File: src/rtl/vx_pkg.sv
package vx_pkg;
  localparam int REG_AW  = 5;
  localparam int NREG    = 1 << REG_AW;
  localparam int OP_W    = 7;
  localparam int LEN_W   = 4;
  localparam int MAX_LEN = 1 << LEN_W;

  typedef struct packed {
    logic [OP_W-1:0]   op;
    logic [REG_AW-1:0] rd;
    logic [REG_AW-1:0] rs1;
    logic [REG_AW-1:0] rs2;
  } uop_t;

  localparam int UOP_W = $bits(uop_t);

  // register number for element idx, one extra bit shows range overflow
  function automatic logic [REG_AW:0] step_reg(input logic [REG_AW-1:0] r,
                                               input logic vec,
                                               input logic [LEN_W-1:0] idx);
    logic [REG_AW:0] off;
    off = vec ? (REG_AW+1)'(idx) : '0;
    return (REG_AW+1)'(r) + off;
  endfunction
endpackage

File: src/rtl/vx_cfg_table.sv
module vx_cfg_table
  import vx_pkg::*;
(
  input  logic              clk,
  input  logic              rst_n,
  input  logic              wr_en,
  input  logic [REG_AW-1:0] wr_idx,
  input  logic              wr_vec,
  input  logic [LEN_W-1:0]  wr_len,
  input  logic [MAX_LEN-1:0] wr_mask,
  input  logic [REG_AW-1:0] rd_a,
  input  logic [REG_AW-1:0] rd_b,
  input  logic [REG_AW-1:0] rd_c,
  output logic              vec_a,
  output logic              vec_b,
  output logic              vec_c,
  output logic [LEN_W-1:0]  len_a,
  output logic [MAX_LEN-1:0] mask_a
);
  logic [NREG-1:0]    vec_q;
  logic [LEN_W-1:0]   len_q  [NREG];
  logic [MAX_LEN-1:0] mask_q [NREG];

  for (genvar g = 0; g < NREG; g++) begin : g_entry
    always_ff @(posedge clk) begin
      if (!rst_n) begin
        vec_q[g]  <= 1'b0;
        len_q[g]  <= '0;
        mask_q[g] <= '1;
      end else if (wr_en && wr_idx == REG_AW'(g)) begin
        vec_q[g]  <= wr_vec;
        len_q[g]  <= wr_len;
        mask_q[g] <= wr_mask;
      end
    end
  end

  assign vec_a  = vec_q[rd_a];
  assign vec_b  = vec_q[rd_b];
  assign vec_c  = vec_q[rd_c];
  assign len_a  = len_q[rd_a];
  assign mask_a = mask_q[rd_a];
endmodule

File: src/rtl/vx_fifo.sv
module vx_fifo #(
  parameter int W     = 22,
  parameter int DEPTH = 4
) (
  input  logic         clk,
  input  logic         rst_n,
  input  logic         push,
  input  logic [W-1:0] din,
  input  logic         pop,
  output logic [W-1:0] dout,
  output logic         valid,
  output logic         full
);
  localparam int PW = (DEPTH > 1) ? $clog2(DEPTH) : 1;
  localparam int CW = $clog2(DEPTH + 1);

  logic [W-1:0]  mem [DEPTH];
  logic [PW-1:0] wp, rp;
  logic [CW-1:0] cnt;
  logic          do_push, do_pop;

  assign full    = (cnt == CW'(DEPTH));
  assign valid   = (cnt != '0);
  assign do_push = push && !full;
  assign do_pop  = pop && valid;
  assign dout    = mem[rp];

  always_ff @(posedge clk) begin
    if (do_push) mem[wp] <= din;
  end

  always_ff @(posedge clk) begin
    if (!rst_n) begin
      wp  <= '0;
      rp  <= '0;
      cnt <= '0;
    end else begin
      if (do_push) wp <= (wp == PW'(DEPTH-1)) ? '0 : wp + 1'b1;
      if (do_pop)  rp <= (rp == PW'(DEPTH-1)) ? '0 : rp + 1'b1;
      case ({do_push, do_pop})
        2'b10:   cnt <= cnt + 1'b1;
        2'b01:   cnt <= cnt - 1'b1;
        default: cnt <= cnt;
      endcase
    end
  end
endmodule

File: src/rtl/vx_sequencer.sv
module vx_sequencer
  import vx_pkg::*;
(
  input  logic               clk,
  input  logic               rst_n,
  input  logic               in_valid,
  input  uop_t               in_uop,
  input  logic               vec_rd,
  input  logic               vec_rs1,
  input  logic               vec_rs2,
  input  logic [LEN_W-1:0]   len_rd,
  input  logic [MAX_LEN-1:0] mask_rd,
  input  logic               fifo_full,
  output logic               in_ready,
  output logic               accept_ev,
  output logic               push,
  output uop_t               push_uop,
  output logic               busy,
  output logic               err,
  output logic               go_ev,
  output logic               ovf_ev,
  output logic               done_ev
);
  uop_t               cur;
  logic               v_rd, v_s1, v_s2, all_sc;
  logic [MAX_LEN-1:0] msk;
  logic [LEN_W-1:0]   last, idx;
  logic [REG_AW:0]    s_rd, s_s1, s_s2;
  logic               range_bad;

  assign in_ready  = !busy && !fifo_full;
  assign accept_ev = in_valid && in_ready;

  assign s_rd = step_reg(cur.rd,  v_rd, idx);
  assign s_s1 = step_reg(cur.rs1, v_s1, idx);
  assign s_s2 = step_reg(cur.rs2, v_s2, idx);
  assign range_bad = s_rd[REG_AW] || s_s1[REG_AW] || s_s2[REG_AW];

  assign go_ev   = busy && !fifo_full;
  assign ovf_ev  = go_ev && range_bad;
  assign done_ev = go_ev && !range_bad && (idx == last);
  assign push    = go_ev && !range_bad && (all_sc || msk[idx]);

  always_comb begin
    push_uop.op  = cur.op;
    push_uop.rd  = s_rd[REG_AW-1:0];
    push_uop.rs1 = s_s1[REG_AW-1:0];
    push_uop.rs2 = s_s2[REG_AW-1:0];
  end

  always_ff @(posedge clk) begin
    if (!rst_n) begin
      cur    <= '0;
      v_rd   <= 1'b0;
      v_s1   <= 1'b0;
      v_s2   <= 1'b0;
      all_sc <= 1'b1;
      msk    <= '1;
      last   <= '0;
      idx    <= '0;
      busy   <= 1'b0;
      err    <= 1'b0;
    end else begin
      err <= ovf_ev;
      if (accept_ev) begin
        cur    <= in_uop;
        v_rd   <= vec_rd;
        v_s1   <= vec_rs1;
        v_s2   <= vec_rs2;
        all_sc <= !(vec_rd || vec_rs1 || vec_rs2);
        last   <= (vec_rd || vec_rs1 || vec_rs2) ? len_rd : '0;
        msk    <= mask_rd;
        idx    <= '0;
        busy   <= 1'b1;
      end else if (ovf_ev || done_ev) begin
        busy <= 1'b0;
      end else if (go_ev) begin
        idx <= idx + 1'b1;
      end
    end
  end
endmodule

File: src/rtl/vec_expander.sv
module vec_expander
  import vx_pkg::*;
#(
  parameter int FIFO_DEPTH = 4
) (
  input  logic                clk,
  input  logic                rst_n,
  input  logic                cfg_we,
  input  logic [REG_AW-1:0]   cfg_idx,
  input  logic                cfg_vec,
  input  logic [LEN_W-1:0]    cfg_len,
  input  logic [MAX_LEN-1:0]  cfg_mask,
  input  logic                in_valid,
  output logic                in_ready,
  input  logic [OP_W-1:0]     in_op,
  input  logic [REG_AW-1:0]   in_rd,
  input  logic [REG_AW-1:0]   in_rs1,
  input  logic [REG_AW-1:0]   in_rs2,
  output logic                out_valid,
  input  logic                out_ready,
  output logic [OP_W-1:0]     out_op,
  output logic [REG_AW-1:0]   out_rd,
  output logic [REG_AW-1:0]   out_rs1,
  output logic [REG_AW-1:0]   out_rs2,
  output logic                busy,
  output logic                err
);
  uop_t               in_u, push_u, head_u;
  logic               vec_rd, vec_rs1, vec_rs2;
  logic [LEN_W-1:0]   len_rd;
  logic [MAX_LEN-1:0] mask_rd;
  logic               fifo_full, push, cfg_fire;
  logic               accept_ev, go_ev, ovf_ev, done_ev;

  assign in_u.op  = in_op;
  assign in_u.rd  = in_rd;
  assign in_u.rs1 = in_rs1;
  assign in_u.rs2 = in_rs2;

  assign cfg_fire = cfg_we && !busy;

  vx_cfg_table u_tab (
    .clk(clk), .rst_n(rst_n),
    .wr_en(cfg_fire), .wr_idx(cfg_idx), .wr_vec(cfg_vec),
    .wr_len(cfg_len), .wr_mask(cfg_mask),
    .rd_a(in_rd), .rd_b(in_rs1), .rd_c(in_rs2),
    .vec_a(vec_rd), .vec_b(vec_rs1), .vec_c(vec_rs2),
    .len_a(len_rd), .mask_a(mask_rd)
  );

  vx_sequencer u_seq (
    .clk(clk), .rst_n(rst_n),
    .in_valid(in_valid), .in_uop(in_u),
    .vec_rd(vec_rd), .vec_rs1(vec_rs1), .vec_rs2(vec_rs2),
    .len_rd(len_rd), .mask_rd(mask_rd),
    .fifo_full(fifo_full),
    .in_ready(in_ready), .accept_ev(accept_ev),
    .push(push), .push_uop(push_u),
    .busy(busy), .err(err),
    .go_ev(go_ev), .ovf_ev(ovf_ev), .done_ev(done_ev)
  );

  vx_fifo #(.W(UOP_W), .DEPTH(FIFO_DEPTH)) u_fifo (
    .clk(clk), .rst_n(rst_n),
    .push(push), .din(push_u),
    .pop(out_ready), .dout(head_u),
    .valid(out_valid), .full(fifo_full)
  );

  assign out_op  = head_u.op;
  assign out_rd  = head_u.rd;
  assign out_rs1 = head_u.rs1;
  assign out_rs2 = head_u.rs2;
endmodule

File: config.mk
export PLATFORM = sky130hd
export DESIGN_NAME = vec_expander
export DESIGN_NICKNAME = d
export VERILOG_FILES = /design/src/rtl/vx_pkg.sv /design/src/rtl/vx_cfg_table.sv /design/src/rtl/vx_fifo.sv /design/src/rtl/vx_sequencer.sv /design/src/rtl/vec_expander.sv
export SDC_FILE = /design/constraint.sdc
export NUM_CORES = 1
export LEC_CHECK = 0
export ABC_AREA = 1
export BUFFER_PORTS_ARGS = -buffer_cell sky130_fd_sc_hd__buf_2
export CORE_ASPECT_RATIO = 0.8
export CORE_MARGIN = 1
export CORE_UTILIZATION = 57
export CTS_CLUSTER_SIZE = 16
export DETAILED_ROUTE_END_ITERATION = 6
export PLACE_DENSITY = 0.76
export SETUP_SLACK_MARGIN = 0.2
export SLEW_MARGIN = 20
export SYNTH_ARGS = -nofsm -noshare
export SYNTH_HDL_FRONTEND = slang
export SYNTH_SLANG_ARGS = --single-unit
File: constraint.sdc
create_clock -name clk -period 3 [get_ports clk]
set_input_delay 0.9 -clock clk [delete_from_list [all_inputs] [get_ports clk]]
set_output_delay 0.9 -clock clk [all_outputs]
set_load 0.005 [all_outputs]
==> impl_metrics.py <==
metrics = {
    "worst_setup_path": {
        "worstSetupPathType": "reg -> out",
        "crit_path_end_kind": "primary output",
        "cp_num_buf_inv": 2,
        "critPathLaunchType": "flip-flop",
        "crit_path_top_delay_cell": "dfxtp_4",
        "cp_max_fo": 44,
        "r2r_cells": 15,
        "slowest_delay_ns": 0.37,
        "crit_family": "buffers and inverters",
        "cp.arrival_ns": 1.86,
        "crit_required_ns": 2.10,
        "path_cells": "buf_8 -> o21ai_0 -> o22ai_1 -> buf_2",
        "cp_num_cells": 4,
    },
    "cells_and_area": {
        "final_util_pct": 64.3,
        "final_cells": 4628,
        "layout_common_cells": "nand2_1, edfxtp_1, nor2_1",
        "syn_to_final_growth_pct": 11.7,
        "final_nets": 3795,
        "final_layout_size_suffix_gt1_share_pct": 12.3,
        "final.fill_count": 4827,
        "final_common_cell": "nand2_1",
        "diodes": 0,
    },
    "floorplanning": {
        "core_um2": 64100,
        "io_pins": 79,
        "start_util_pct": 57.6,
        "die-width_um": 287,
        "std_cell_rows": 83,
        "die_y_um": 230,
        "dieArea_um2": 65800,
    },
    "grt": {
        "grt_first_pass_wirelength_mm": 158,
        "overflow": 0,
        "grt_pass1_vias": 26322,
        "track_usage_pct": 32.0,
        "antenna_found_initial": 3,
        "grt_max_degree": 130,
    },
    "power_and_ir_drop": {
        "ir_worst_vdd_mv": 0.805,
        "cellPowerDensity_nw_per_um2": 634,
        "p_total_uw": 26100,
        "power.leakage_uw": 0.0129,
    },
    "sta": {
        "fin_crit_ns": 2.76,
        "rsz0062_at_grt": "yes",
        "tightest_slew_ns": 0.706,
        "max_slew_margin_pct": 53.0,
        "timing.final.crit_share_pct": 92.0,
        "finalSetupTns_ns": 0,
        "clock.fmax_mhz": 362,
        "finalHoldViolations": 0,
        "skew_ns": 0.0155,
        "final_max_slew_viol_count": 0,
        "final.setup.worst_slack_ns": 0.241,
        "finalSetupViolCount": 0,
    },
    "clock_tree": {
        "numCtsBuffers": 78,
        "clock-root-buffer": "clkbuf_16",
        "clk_latency_ns": 0.65,
        "htree_num_levels": 3,
        "ctsHoldBuffers": 0,
        "clkTransAtPathRegs_ns": 0.06,
        "cts_tree": "built",
        "cts.sinks": 821,
        "cts_max_path_buffers": 3,
    },
    "worst_hold_path": {
        "hold_class": "reg -> reg",
        "hold_depth": 2,
    },
    "route": {
        "wire_per_inst_um": 22.9,
        "drt_first_pass_iters": 7,
        "drc_errors": 0,
        "vias": 28400,
        "postRouteAntennaNets": 0,
        "wirelength_mm": 106,
        "drt-initial-drc-count": 4549,
        "via_per_inst": 6.14,
    },
    "yosys": {
        "synth.distinct_cells": 39,
        "synth_warnings": 0,
        "synth_area_um2": 36900,
        "ys_seq_elements": 821,
        "synthesis.nets": 3756,
        "ys_seq_area_share_pct": 64.3,
        "syn_inst": 3680,
        "synth.avg_cell_area_um2": 10.0,
    },
    "status": {
        "status": "finished clean",
    },
    "place": {
        "gp_congestion": 0.946,
        "dp_slack_ns": 0.257,
        "port_buffers": 78,
        "hpwl_mm": 64.6,
        "dp.cells": 4483,
    },
    "run": {
        "cap_violations": 0,
    },
}
[kinds of logic after synthesis]
logic type,after synthesis,synth area share (%)
buffers and inverters,420,5.09
xor gates and xnor gates,15,0.356
DFF,821,64.3
AOI/OAI and AO/OA,611,9.98
and+or+nand+nor,1790,19.4
adders and majority gates,23,0.861
[cells in the mapped netlist (all sizes together)]
cell type / count / area (um^2)
or2: 2 / 12.5
xor2: 8 / 70.1
nand4: 6 / 37.5
nand3: 266 / 1330
o21ai: 372 / 1860
nor3: 2 / 10.0
clkbuf: 164 / 616
a211oi: 2 / 15.0
a21oi: 37 / 189
o221ai: 92 / 843
inv: 134 / 505
o211ai: 39 / 323
buf: 119 / 746
xnor2: 7 / 61.3
nand3b: 1 / 7.51
dfxtp: 93 / 1860
nor2: 531 / 2090
clkinv: 3 / 11.3
edfxtp: 728 / 21900
nand2: 982 / 3690
a22o: 7 / 61.3
ha: 19 / 238
o211a: 1 / 10.0
o22ai: 61 / 382
fa: 4 / 80.1
[cell type report]
| cell class | instances | area (um^2) | area share (%) |
|---|---|---|---|
| clock buffers | 105 | 2170 | 5.25 |
| clock inverters | 34 | 330 | 0.801 |
| inverters | 137 | 532 | 1.29 |
| multi-input cells | 2439 | 11400 | 27.6 |
| flip-flops and latches | 821 | 23700 | 57.6 |
| well taps | 850 | 1060 | 2.58 |
| repair buffers | 242 | 2010 | 4.88 |
[state kept, by name, indices dropped and copies added, names as in the netlist, 3 cells and up, named ones only]
name            count
u_tab.mask_q      512
u_tab.len_q       128
u_fifo.mem         88
u_tab.vec_q        32
u_seq.msk          16
u_seq.cur          15
u_seq.push_uop      7
u_seq.idx           4
u_seq.last          4
u_fifo.cnt          3
[power breakdown]
part / switching (uW) / internal (uW)
logic: 2290 / 1050
clock network: 4350 / 5460
registers: 186 / 12800
total: 6820 / 19300
[path summary, 6_finish.rpt]
path / from / endpoint / slack, ns
hold / removal: u_seq.last[1] / u_seq.last[1] / 0.47
setup / recovery: flip-flop / out_rs2[2] / 0.24
hold reg to reg: u_seq.last[1] / u_seq.last[1] / 0.47
setup reg to reg: u_seq.v_rd / u_fifo.cnt[1] / 0.38
[tightest hold or removal path: stages, from the launching register on]
cell and delay (ns):
dfxtp_1 0.32, nand2_1 0.06, nand2_1 0.04
[metrics by stage]
stage	area, um^2	hold slack, ns
2_1_floorplan	36900	0.433
3_3_place_gp	38600	0.452
3_5_place_dp	38600	0.455
4_1_cts	41100	0.466
5_1_grt	41200	0.484
6_report	41200	0.465
[metal layers]
| layer | vias to the layer above | global-route usage [%] | share of wire (%) |
|---|---|---|---|
| met4 | 4 | 12.4 | 3.6 |
| met5 | - | 0 | 0.030 |
| met2 | 1946 | 48.1 | 45 |
| met1 | 13452 | 46.1 | 39 |
| li1 | 12751 | - | - |
| met3 | 247 | 6.31 | 13 |
[repair_timing]
item	in CTS	in global routing
buffers inserted	4	2
setup endpoints to repair	19	100
pin swaps	0	3
resized for setup	8	23
(Power assumes the default switching activity.)
